===== src/rtl/cam_cap_pkg.sv =====
package cam_cap_pkg;
  localparam int unsigned NUM_EV  = 4;
  localparam int unsigned EV_SOF  = 0;
  localparam int unsigned EV_EOF  = 1;
  localparam int unsigned EV_FLD  = 2;
  localparam int unsigned EV_FULL = 3;
  localparam logic [7:0] SYNC_FF  = 8'hFF;
  localparam logic [7:0] SYNC_00  = 8'h00;
endpackage


===== src/rtl/cam_sync_decode.sv =====
module cam_sync_decode import cam_cap_pkg::*; (
  input  logic       clk_i,
  input  logic       rst_ni,
  input  logic       embed_i,
  input  logic       pix_vld_i,
  input  logic [7:0] pix_i,
  input  logic       vsync_i,
  input  logic       hsync_i,
  output logic [7:0] byte_o,
  output logic       byte_vld_o,
  output logic       sof_o,
  output logic       eof_o,
  output logic       fld_o
);
  // pre_q: 0 none, 1 after FF, 2 after FF 00, 3 after FF 00 00 (next byte is XY)
  logic [1:0] pre_q, pre_d;
  logic       v_q, f_q, line_q, vs_q;
  logic       is_code, emb_data;
  logic       xy_f, xy_v, xy_h;

  assign xy_f     = pix_i[6];
  assign xy_v     = pix_i[5];
  assign xy_h     = pix_i[4];
  assign is_code  = pix_vld_i && (pre_q == 2'd3);
  assign emb_data = pix_vld_i && line_q && (pre_q == 2'd0) && (pix_i != SYNC_FF);

  always_comb begin
    pre_d = 2'd0;
    if (pre_q == 2'd3)                         pre_d = 2'd0;
    else if (pix_i == SYNC_FF)                 pre_d = 2'd1;
    else if (pre_q == 2'd1 && pix_i == SYNC_00) pre_d = 2'd2;
    else if (pre_q == 2'd2 && pix_i == SYNC_00) pre_d = 2'd3;
  end

  always_ff @(posedge clk_i or negedge rst_ni) begin
    if (!rst_ni) begin
      pre_q      <= 2'd0;
      v_q        <= 1'b1;
      f_q        <= 1'b0;
      line_q     <= 1'b0;
      vs_q       <= 1'b0;
      byte_o     <= '0;
      byte_vld_o <= 1'b0;
      sof_o      <= 1'b0;
      eof_o      <= 1'b0;
      fld_o      <= 1'b0;
    end else begin
      byte_vld_o <= 1'b0;
      sof_o      <= 1'b0;
      eof_o      <= 1'b0;
      fld_o      <= 1'b0;
      vs_q       <= vsync_i;
      if (pix_vld_i) byte_o <= pix_i;
      if (embed_i) begin
        if (pix_vld_i) begin
          pre_q      <= pre_d;
          byte_vld_o <= emb_data;
          if (is_code) begin
            v_q    <= xy_v;
            f_q    <= xy_f;
            line_q <= ~xy_h & ~xy_v;
            sof_o  <= v_q & ~xy_v;
            eof_o  <= ~v_q & xy_v;
            fld_o  <= f_q ^ xy_f;
          end
        end
      end else begin
        pre_q      <= 2'd0;
        line_q     <= 1'b0;
        byte_vld_o <= pix_vld_i & vsync_i & hsync_i;
        sof_o      <= vsync_i & ~vs_q;
        eof_o      <= ~vsync_i & vs_q;
      end
    end
  end


  sof_eof_excl_chk: assert property (@(posedge clk_i) disable iff (!rst_ni)
    sof_o |-> !eof_o);

  code_not_data_chk: assert property (@(posedge clk_i) disable iff (!rst_ni)
    (embed_i && is_code) |=> !byte_vld_o);
endmodule


===== src/rtl/cam_packer.sv =====
module cam_packer #(
  parameter int unsigned WORD_W = 32,
  localparam int unsigned LANES  = WORD_W / 8,
  localparam int unsigned LANE_W = (LANES > 1) ? $clog2(LANES) : 1
) (
  input  logic              clk_i,
  input  logic              rst_ni,
  input  logic              pack16_i,
  input  logic [7:0]        byte_i,
  input  logic              byte_vld_i,
  input  logic              flush_i,
  output logic [WORD_W-1:0] word_o,
  output logic              word_vld_o
);
  logic [LANE_W-1:0] cnt_q, lane;
  logic [WORD_W-1:0] acc_q, acc_d;
  logic              last;

  // 16-bit samples: high byte first, so swap the byte pair inside each sample
  assign lane = pack16_i ? (cnt_q ^ LANE_W'(1)) : cnt_q;
  assign last = (cnt_q == LANE_W'(LANES - 1));

  always_comb begin
    acc_d = acc_q;
    acc_d[{lane, 3'b000} +: 8] = byte_i;
  end

  always_ff @(posedge clk_i or negedge rst_ni) begin
    if (!rst_ni) begin
      cnt_q      <= '0;
      acc_q      <= '0;
      word_o     <= '0;
      word_vld_o <= 1'b0;
    end else begin
      word_vld_o <= 1'b0;
      if (flush_i) begin
        cnt_q <= '0;
      end else if (byte_vld_i) begin
        acc_q <= acc_d;
        cnt_q <= last ? '0 : cnt_q + 1'b1;
        if (last) begin
          word_o     <= acc_d;
          word_vld_o <= 1'b1;
        end
      end
    end
  end


  flush_no_word_chk: assert property (@(posedge clk_i) disable iff (!rst_ni)
    flush_i |=> !word_vld_o);
endmodule


===== src/rtl/cam_fifo.sv =====
module cam_fifo #(
  parameter int unsigned WIDTH = 32,
  parameter int unsigned DEPTH = 32,
  localparam int unsigned PTR_W = (DEPTH > 1) ? $clog2(DEPTH) : 1,
  localparam int unsigned LVL_W = $clog2(DEPTH + 1)
) (
  input  logic             clk_i,
  input  logic             rst_ni,
  input  logic             push_i,
  input  logic [WIDTH-1:0] wdata_i,
  input  logic             pop_i,
  output logic [WIDTH-1:0] rdata_o,
  output logic [LVL_W-1:0] level_o,
  output logic             full_o,
  output logic             ovf_o,
  input  logic             ovf_clr_i
);
  logic [WIDTH-1:0] mem_q [DEPTH];
  logic [PTR_W-1:0] wr_q, rd_q;
  logic [LVL_W-1:0] lvl_q;
  logic             do_push, do_pop;

  assign full_o  = (lvl_q == LVL_W'(DEPTH));
  assign do_push = push_i && !full_o;
  assign do_pop  = pop_i && (lvl_q != '0);
  assign rdata_o = mem_q[rd_q];
  assign level_o = lvl_q;

  function automatic logic [PTR_W-1:0] ptr_inc(input logic [PTR_W-1:0] p);
    return (p == PTR_W'(DEPTH - 1)) ? '0 : p + 1'b1;
  endfunction

  always_ff @(posedge clk_i) begin
    if (do_push) mem_q[wr_q] <= wdata_i;
  end

  always_ff @(posedge clk_i or negedge rst_ni) begin
    if (!rst_ni) begin
      wr_q  <= '0;
      rd_q  <= '0;
      lvl_q <= '0;
      ovf_o <= 1'b0;
    end else begin
      if (do_push) wr_q <= ptr_inc(wr_q);
      if (do_pop)  rd_q <= ptr_inc(rd_q);
      case ({do_push, do_pop})
        2'b10:   lvl_q <= lvl_q + 1'b1;
        2'b01:   lvl_q <= lvl_q - 1'b1;
        default: lvl_q <= lvl_q;
      endcase
      if (push_i && full_o) ovf_o <= 1'b1;
      else if (ovf_clr_i)   ovf_o <= 1'b0;
    end
  end


  full_hold_chk: assert property (@(posedge clk_i) disable iff (!rst_ni)
    (full_o && !pop_i) |=> full_o);

  drop_sets_ovf_chk: assert property (@(posedge clk_i) disable iff (!rst_ni)
    (push_i && full_o) |=> ovf_o);

  empty_pop_chk: assert property (@(posedge clk_i) disable iff (!rst_ni)
    (lvl_q == '0 && !push_i) |=> (lvl_q == '0));
endmodule


===== src/rtl/cam_mclk_gen.sv =====
module cam_mclk_gen #(
  parameter int unsigned DIV_W = 4
) (
  input  logic             clk_i,
  input  logic             rst_ni,
  input  logic [DIV_W-1:0] div_i,
  output logic             mclk_o
);
  logic [DIV_W-1:0] cnt_q;

  always_ff @(posedge clk_i or negedge rst_ni) begin
    if (!rst_ni) begin
      cnt_q  <= '0;
      mclk_o <= 1'b0;
    end else if (cnt_q >= div_i) begin
      cnt_q  <= '0;
      mclk_o <= ~mclk_o;
    end else begin
      cnt_q <= cnt_q + 1'b1;
    end
  end


  mclk_hold_chk: assert property (@(posedge clk_i) disable iff (!rst_ni)
    (cnt_q < div_i) |=> $stable(mclk_o));
endmodule


===== src/rtl/cam_capture.sv =====
module cam_capture import cam_cap_pkg::*; #(
  parameter int unsigned WORD_W     = 32,
  parameter int unsigned FIFO_DEPTH = 32,
  parameter int unsigned DIV_W      = 4,
  localparam int unsigned CNT_W     = $clog2(FIFO_DEPTH + 1)
) (
  input  logic              clk_i,
  input  logic              rst_ni,
  input  logic              embed_sync_i,
  input  logic              pack16_i,
  input  logic [7:0]        pix_data_i,
  input  logic              pix_vld_i,
  input  logic              vsync_i,
  input  logic              hsync_i,
  input  logic              rd_en_i,
  output logic [WORD_W-1:0] rd_data_o,
  output logic [CNT_W-1:0]  fifo_level_o,
  input  logic [CNT_W-1:0]  burst_thr_i,
  output logic              dma_req_o,
  input  logic [NUM_EV-1:0] irq_mask_i,
  input  logic [NUM_EV-1:0] irq_clr_i,
  output logic [NUM_EV-1:0] irq_status_o,
  output logic              irq_o,
  output logic              ovf_o,
  input  logic              ovf_clr_i,
  input  logic [DIV_W-1:0]  mclk_div_i,
  output logic              mclk_o
);
  logic [7:0]        dec_byte;
  logic              dec_vld, ev_sof, ev_eof, ev_fld;
  logic [WORD_W-1:0] pk_word;
  logic              pk_vld;
  logic              fifo_full, full_q;
  logic [NUM_EV-1:0] ev, st_q;

  cam_sync_decode u_dec (
    .clk_i      (clk_i),
    .rst_ni     (rst_ni),
    .embed_i    (embed_sync_i),
    .pix_vld_i  (pix_vld_i),
    .pix_i      (pix_data_i),
    .vsync_i    (vsync_i),
    .hsync_i    (hsync_i),
    .byte_o     (dec_byte),
    .byte_vld_o (dec_vld),
    .sof_o      (ev_sof),
    .eof_o      (ev_eof),
    .fld_o      (ev_fld)
  );

  cam_packer #(.WORD_W(WORD_W)) u_pack (
    .clk_i      (clk_i),
    .rst_ni     (rst_ni),
    .pack16_i   (pack16_i),
    .byte_i     (dec_byte),
    .byte_vld_i (dec_vld),
    .flush_i    (ev_eof),
    .word_o     (pk_word),
    .word_vld_o (pk_vld)
  );

  cam_fifo #(.WIDTH(WORD_W), .DEPTH(FIFO_DEPTH)) u_fifo (
    .clk_i     (clk_i),
    .rst_ni    (rst_ni),
    .push_i    (pk_vld),
    .wdata_i   (pk_word),
    .pop_i     (rd_en_i),
    .rdata_o   (rd_data_o),
    .level_o   (fifo_level_o),
    .full_o    (fifo_full),
    .ovf_o     (ovf_o),
    .ovf_clr_i (ovf_clr_i)
  );

  cam_mclk_gen #(.DIV_W(DIV_W)) u_mclk (
    .clk_i  (clk_i),
    .rst_ni (rst_ni),
    .div_i  (mclk_div_i),
    .mclk_o (mclk_o)
  );

  always_comb begin
    ev          = '0;
    ev[EV_SOF]  = ev_sof;
    ev[EV_EOF]  = ev_eof;
    ev[EV_FLD]  = ev_fld;
    ev[EV_FULL] = fifo_full & ~full_q;
  end

  // set wins over a simultaneous clear
  always_ff @(posedge clk_i or negedge rst_ni) begin
    if (!rst_ni) begin
      full_q <= 1'b0;
      st_q   <= '0;
    end else begin
      full_q <= fifo_full;
      st_q   <= (st_q & ~irq_clr_i) | ev;
    end
  end

  assign irq_status_o = st_q;
  assign irq_o        = |(st_q & irq_mask_i);
  assign dma_req_o    = (burst_thr_i != '0) && (fifo_level_o >= burst_thr_i);


  sof_sets_status_chk: assert property (@(posedge clk_i) disable iff (!rst_ni)
    ev_sof |=> irq_status_o[EV_SOF]);

  status_sticky_chk: assert property (@(posedge clk_i) disable iff (!rst_ni)
    (irq_status_o[EV_EOF] && !irq_clr_i[EV_EOF]) |=> irq_status_o[EV_EOF]);

  empty_no_dma_chk: assert property (@(posedge clk_i) disable iff (!rst_ni)
    (fifo_level_o == '0) |-> !dma_req_o);
endmodule


===== config.mk =====
export PLATFORM = sky130hd
export DESIGN_NAME = cam_capture
export DESIGN_NICKNAME = d
export VERILOG_FILES = /design/src/rtl/cam_cap_pkg.sv /design/src/rtl/cam_sync_decode.sv /design/src/rtl/cam_packer.sv /design/src/rtl/cam_fifo.sv /design/src/rtl/cam_mclk_gen.sv /design/src/rtl/cam_capture.sv
export SDC_FILE = /design/constraint.sdc
export NUM_CORES = 1
export LEC_CHECK = 0
export ABC_AREA = 1
export CAP_MARGIN = 15
export CORE_MARGIN = 4
export CORE_UTILIZATION = 35
export CTS_CLUSTER_DIAMETER = 30
export DETAILED_ROUTE_END_ITERATION = 16
export DONT_BUFFER_PORTS = 1
export SLEW_MARGIN = 10
export SYNTH_ARGS = -nofsm -noshare
export SYNTH_HDL_FRONTEND = slang
export SYNTH_SLANG_ARGS = --single-unit

===== constraint.sdc =====
create_clock -name clk_i -period 4.6 [get_ports clk_i]
set_clock_uncertainty 0.05 [all_clocks]
set_input_delay 0 -clock clk_i [delete_from_list [all_inputs] [get_ports clk_i]]
set_output_delay 0 -clock clk_i [all_outputs]
set_load 0.005 [all_outputs]

==> results of run 1 <==
## state kept, by name, indices dropped and copies added (netlist names), 4 cells and up
name,flops
u_fifo.level_o,6
u_pack.word_o,32
u_pack.acc_q,32
u_mclk.cnt_q,4
u_dec.byte_o,8
irq_status_o,4
u_fifo.mem_q,1024
u_fifo.rd_q,5
u_fifo.wr_q,5
## worst min-delay path: stages
cell	delay, ns
dlygate4sd3_1	0.65
nand2_1	0.11
a21oi_1	0.06
## synth_stat cells (all sizes together)
master,instances,area [um^2]
fa,1,20.02
o21ai,125,625.6
inv,870,3266
o22ai,34,212.7
and3,1,6.260
nand3,646,3233
nand4,7,43.79
o31ai,3,22.52
edfxtp,1024,30750
ha,29,362.9
nand3b,3,22.52
nor2,84,315.3
clkbuf,68,255.2
a21oi,7,35.03
nand2,1734,6509
buf,178,928.4
xor2,6,52.55
o211ai,2,15.01
xnor2,4,35.03
dfstp,1,26.28
dfrtp,111,2778
o21bai,2,15.01
nor3,7,35.03
or2,100,625.6
o21a,1,7.510
## power by group
| part | internal (mW) | switching, mW |
|---|---|---|
| clock | 10.4 | 5.61 |
| combinational | 2.66 | 6.91 |
| sequential | 11.6 | 0.424 |
| total | 24.7 | 12.9 |
## how the worst max path moves through the flow
stage	endpoint	slack (ns)	depth (start not counted)
2_1_floorplan	u_fifo.mem_q[7][0]	0.87	6
3_5_place_dp	u_fifo.level_o[4]	1.48	15
3_3_place_gp	u_fifo.level_o[4]	1.40	17
6_report	rd_data_o[6]	0.88	8
5_1_grt	rd_data_o[6]	0.78	8
4_1_cts	rd_data_o[6]	0.97	8
## per-layer routing
layer | global-route usage [%] | share of wire [%] | vias to the layer above
met1 | 24.17 | 43 | 16630
met3 | 4.574 | 8.9 | 247
met4 | 5.995 | 2.7 | 0
met2 | 28.34 | 46 | 1338
li1 | - | - | 16520
met5 | 0 | 0 | -
## cell type report
| class | count | area share, % |
|---|---|---|
| antenna | 1 | 0.004110 |
| clock buffer | 259 | 9.574 |
| clock inverter | 167 | 2.972 |
| inverter | 870 | 5.394 |
| multi-input combinational | 2796 | 20.42 |
| sequential | 1136 | 55.14 |
| tap | 1890 | 3.884 |
| timing repair buffer | 149 | 2.610 |
## cells by family after synthesis
family	Yosys count	synth area share (%)
AOI/OAI and AO/OA	174	1.859
xor gates and xnor gates	10	0.1745
adders and majority gates	30	0.7627
buffers and inverters	1116	8.864
DFF	1136	66.84
and+or+nand+nor	2582	21.50
==> flow_metrics.py, run 1 <==
metrics = {
    "clocking": {
        "clock_path_buffers": 3,
        "cts_sinks": 1136,
        "cts_resized": 0,
        "h-tree-depth": 4,
        "clk_pin_slew_ns": 0.04,
        "postCtsHoldBufs": 46,
        "tritoncts": "yes",
        "cts_buffers": 225,
        "clock_latency_ns": 0.80,
        "cts-root-buf": "clkbuf_16",
        "post_cts_buffers": 0,
    },
    "sta": {
        "whs_ns": 0.06548,
        "tns_ns": 0,
        "finalCritPeriodShare_pct": 80.83,
        "hold_viol_final": 0,
        "fmax_mhz": 269.0,
        "setup_violations": 0,
        "min_period_ns": 3.718,
        "relSlewSlack_pct": 23.18,
        "worstMarginPinSlew_ns": 1.152,
        "slew_violations": 0,
        "setup_ws_ns": 0.8820,
        "rsz0062_at_grt": "no",
    },
    "setup_path": {
        "path_class": "register to output pin",
        "critPathBufInv": 2,
        "critPathMaxStageDelay_ns": 0.67,
        "required_ns": 4.55,
        "start_kind": "register",
        "timing.rr.end": "u_fifo.level_o[4]",
        "worst_setup_path_end_kind": "output pin",
        "critPathSlowestCell": "dfrtp_4",
        "path_cells": "inv_8 > buf_4 > nand2_1 > o21ai_1 > nand2_1 > nand3_1 > nand3_1 > nand2_1",
        "cp_common_cell": "nand2_1",
        "crit_family": "buffers and inverters",
        "cp-startpoint": "u_fifo.rd_q[1]",
        "timing.rr.start": "u_fifo.level_o[3]",
        "reg2regPathDepth": 15,
        "critPathArrivalTime_ns": 3.67,
        "ff2ff_setup_slack_ns": 1.53,
        "cp_max_fo": 94,
    },
    "grt": {
        "overflow": 0,
        "grt_pass1_vias": 33730,
        "antenna_found_initial": 5,
        "grt_max_degree": 217,
        "grt_pass1_wl_mm": 206.2,
        "grt_use_total_pct": 17.94,
    },
    "pwr": {
        "p_per_area_nw_per_um2": 617.9,
        "p_leak_nw": 25.92,
        "irDropWorstVdd_v": 0.0005816,
        "power_mw": 37.62,
    },
    "logic_synthesis": {
        "mappedNetlistNets": 5113,
        "ys_seq_area_share_pct": 66.84,
        "avgSynthCellArea_um2": 9.944,
        "synth_cell_types": 30,
        "netlist_area_um2": 50200,
        "synth-seq-cells": 1136,
        "yosys_warnings": 0,
        "synth_cells": 5048,
    },
    "detailed_routing": {
        "drtPass1Iterations": 6,
        "route.vias.total": 34730,
        "postRouteAntennaNets": 0,
        "drtIter0Drc": 3213,
        "wl_mm": 137.0,
        "avgRoutedWirePerCell_um": 18.85,
        "vias_per_cell": 4.778,
        "drc": 0,
    },
    "layout": {
        "area_delta_synth_final_pct": 21.29,
        "final_layout_size_suffix_gt1_share_pct": 11.40,
        "mostFrequentLayoutCell": "nand2_1",
        "finalInstanceArea_um2": 60880,
        "mostFrequentLayoutCells": "nand2_1, edfxtp_1, inv_1",
        "n_fill_cell": 13260,
        "final_net_count": 5243,
        "stdcell_count": 7268,
        "seqCellArea_um2": 33570,
        "multi_input_area_um2": 12430,
        "utilization_pct": 42.90,
    },
    "placement": {
        "gp_congestion": 0.7908,
        "dp_slack_ns": 1.480,
        "dp_hpwl_mm": 74.51,
        "dp_cells": 6792,
        "portBuffers": 0,
        "placed_cell_area_um2": 52670,
    },
    "outcome": {
        "outcome": "completed",
    },
    "worst_hold_path": {
        "holdPathStages": 3,
        "hold_end": "u_dec.fld_o",
        "holdCritPathClass": "primary input to register",
        "min-delay-start": "pix_data_i[6]",
    },
    "floorplan": {
        "coreArea_um2": 141900,
        "die_x_um": 386.7,
        "fp.dieH_um": 386.7,
        "design.die.area_um2": 149500,
        "ios": 81,
        "start_util_pct": 35.37,
        "rows": 138,
    },
    "flow_run": {
        "drv_cap": 0,
    },
}
No activity file was read; power rests on OpenSTA's default activity.
==> inputs of run 2 (changes only) <==
clock period = 3.56 ns   (was 4.6 ns; I/O delays follow)
==> flow_metrics.py, run 2 (synthesis gave the netlist of run 1 again) <==
metrics = {
    "setup_path": {
        "crit_family": "buffers and inverters",
        "start_kind": "register",
        "cp_common_cell": "nand2_1",
        "cp_max_fo": 57,
        "worst_setup_path_end_kind": "output pin",
        "critPathBufInv": 4,
        "critPathMaxStageDelay_ns": 0.59,
        "path_cells": "inv_8 > buf_12 > buf_4 > buf_4 > nand2_1 > nand3_1 > nand2_1 > nand2_1 > nand3_1 > nand3_1 > nand2_1",
        "required_ns": 3.51,
        "critPathArrivalTime_ns": 3.21,
        "critPathSlowestCell": "dfrtp_4",
        "path_class": "register to output pin",
    },
    "layout": {
        "mostFrequentLayoutCells": "nand2_1, edfxtp_1, inv_1",
        "largest_reg_flops": 1024,
        "regMostFlops": "u_fifo.mem_q",
        "final_net_count": 5255,
        "final_layout_size_suffix_gt1_share_pct": 11.82,
        "mostFrequentLayoutCell": "nand2_1",
        "utilization_pct": 43.45,
        "reg.largest.list": "u_fifo.mem_q x1024, u_pack.acc_q x32, u_pack.word_o x32",
        "area_delta_synth_final_pct": 22.84,
    },
    "detailed_routing": {
        "route.met3.wl_mm": 12.00,
        "drc": 0,
        "drtPass1Iterations": 8,
        "vias_per_cell": 4.816,
        "drtIter0Drc": 3474,
        "postRouteAntennaNets": 0,
        "route.vias.total": 35060,
        "routed.top_layer": "met4",
        "m1WireLength_mm": 59.89,
        "route.met2.wl_mm": 66.29,
        "avgRoutedWirePerCell_um": 19.44,
        "wl_mm": 141.6,
    },
    "floorplan": {
        "ios": 81,
        "rows": 138,
        "design.die.area_um2": 149500,
        "coreArea_um2": 141900,
        "start_util_pct": 35.37,
        "die_x_um": 386.7,
        "fp.dieH_um": 386.7,
    },
    "worst_hold_path": {
        "holdCritPathClass": "primary input to output pin",
    },
    "outcome": {
        "outcome": "completed",
    },
    "grt": {
        "grt_pass1_wl_mm": 213.6,
        "grt_max_degree": 165,
        "overflow": 0,
        "grt_pass1_vias": 34150,
        "antenna_found_initial": 7,
        "grt_use_total_pct": 18.65,
    },
    "sta": {
        "relSlewSlack_pct": 21.40,
        "hold_viol_final": 0,
        "fmax_mhz": 306.5,
        "min_period_ns": 3.262,
        "slew_violations": 0,
        "setup_violations": 0,
        "whs_ns": 0.08957,
        "rsz0062_at_grt": "no",
        "setup_ws_ns": 0.2976,
        "worstMarginPinSlew_ns": 1.179,
        "finalCritPeriodShare_pct": 91.64,
    },
    "pwr": {
        "p_leak_nw": 26.27,
        "p_per_area_nw_per_um2": 810.8,
        "irDropWorstVdd_v": 0.0007290,
    },
    "clocking": {
        "cts-root-buf": "clkbuf_16",
        "h-tree-depth": 4,
        "post_cts_buffers": 0,
        "clock_path_buffers": 3,
        "cts_buffers": 224,
        "cts_sinks": 1136,
        "clock_latency_ns": 0.78,
        "tritoncts": "yes",
        "clk_pin_slew_ns": 0.05,
    },
    "placement": {
        "dp_hpwl_mm": 76.60,
        "portBuffers": 0,
        "dp_slack_ns": 0.4079,
        "gp_congestion": 0.7980,
    },
    "flow_run": {
        "drv_cap": 0,
    },
}
==> run 2: cell types whose count changed in the layout (fill, tap and decap cells not counted), sizes merged <==
| cell | previous run | this run |
|---|---|---|
| buf | 104 | 118 |
| bufinv | 23 | 39 |
| clkbuf | 260 | 265 |
| clkinv | 103 | 78 |
| clkinvlp | 24 | 23 |
| diode | 1 | 3 |
| inv | 887 | 889 |
==> run 2: area by class of cell <==
cell class / count / area, um^2
fill: 13120 / 80270
antenna: 3 / 7.507
sequential: 1136 / 33570
tap: 1890 / 2365
clock buffer: 265 / 5912
multi-input combinational: 2796 / 12430
inverter: 870 / 3284
clock inverter: 159 / 2128
timing repair buffer: 162 / 1959
==> run 2: worst paths after layout <==
kind                                   startpoint                end  slack (ns)  depth (start not counted)
worst max-delay path               u_fifo.rd_q[0]      rd_data_o[19]        0.30                         11
worst min-delay path                irq_mask_i[3]              irq_o        0.09                          2
worst max register to register  u_fifo.level_o[0]  u_fifo.level_o[4]        0.43                         14
worst min register to register         u_dec.vs_q        u_dec.sof_o        0.43                          1
max in group asynchronous                  rst_ni     u_fifo.rd_q[3]        2.41                          4
min in group asynchronous                  rst_ni          u_dec.v_q        0.44                          3
==> run 2: power breakdown <==
part,internal [mW],switching [mW],leakage [nW],total [mW]
combinational,3.60,8.98,11.6,12.6
clock,14.7,7.20,3.86,21.9
sequential,15.0,0.493,10.8,15.5
==> run 2: metrics by stage <==
stage               total power, mW  cell area, um^2  std cells  setup TNS [ns]
floorplan                     23.83            50200       5048          -21.58
global placement              28.03            52890       6799               0
detailed placement            28.14            53010       6803               0
CTS                           50.27            61540       7273               0
global route                  52.44            61660       7279               0
finish                        50.00            61660       7281               0
==> run 2: what timing repair did <==
action | in CTS | in global routing
hold buffers | 46 | 0
gates resized for setup | 0 | 0
endpoints found under the hold margin | 195 | 0
==> run 2: routing by layer <==
metal / GRT usage [%] / up-vias
met1: 25.31 / 16920
met3: 3.984 / 236
li1: - / 16540
met2: 30.03 / 1367
met4: 5.762 / 0
met5: 0 / -
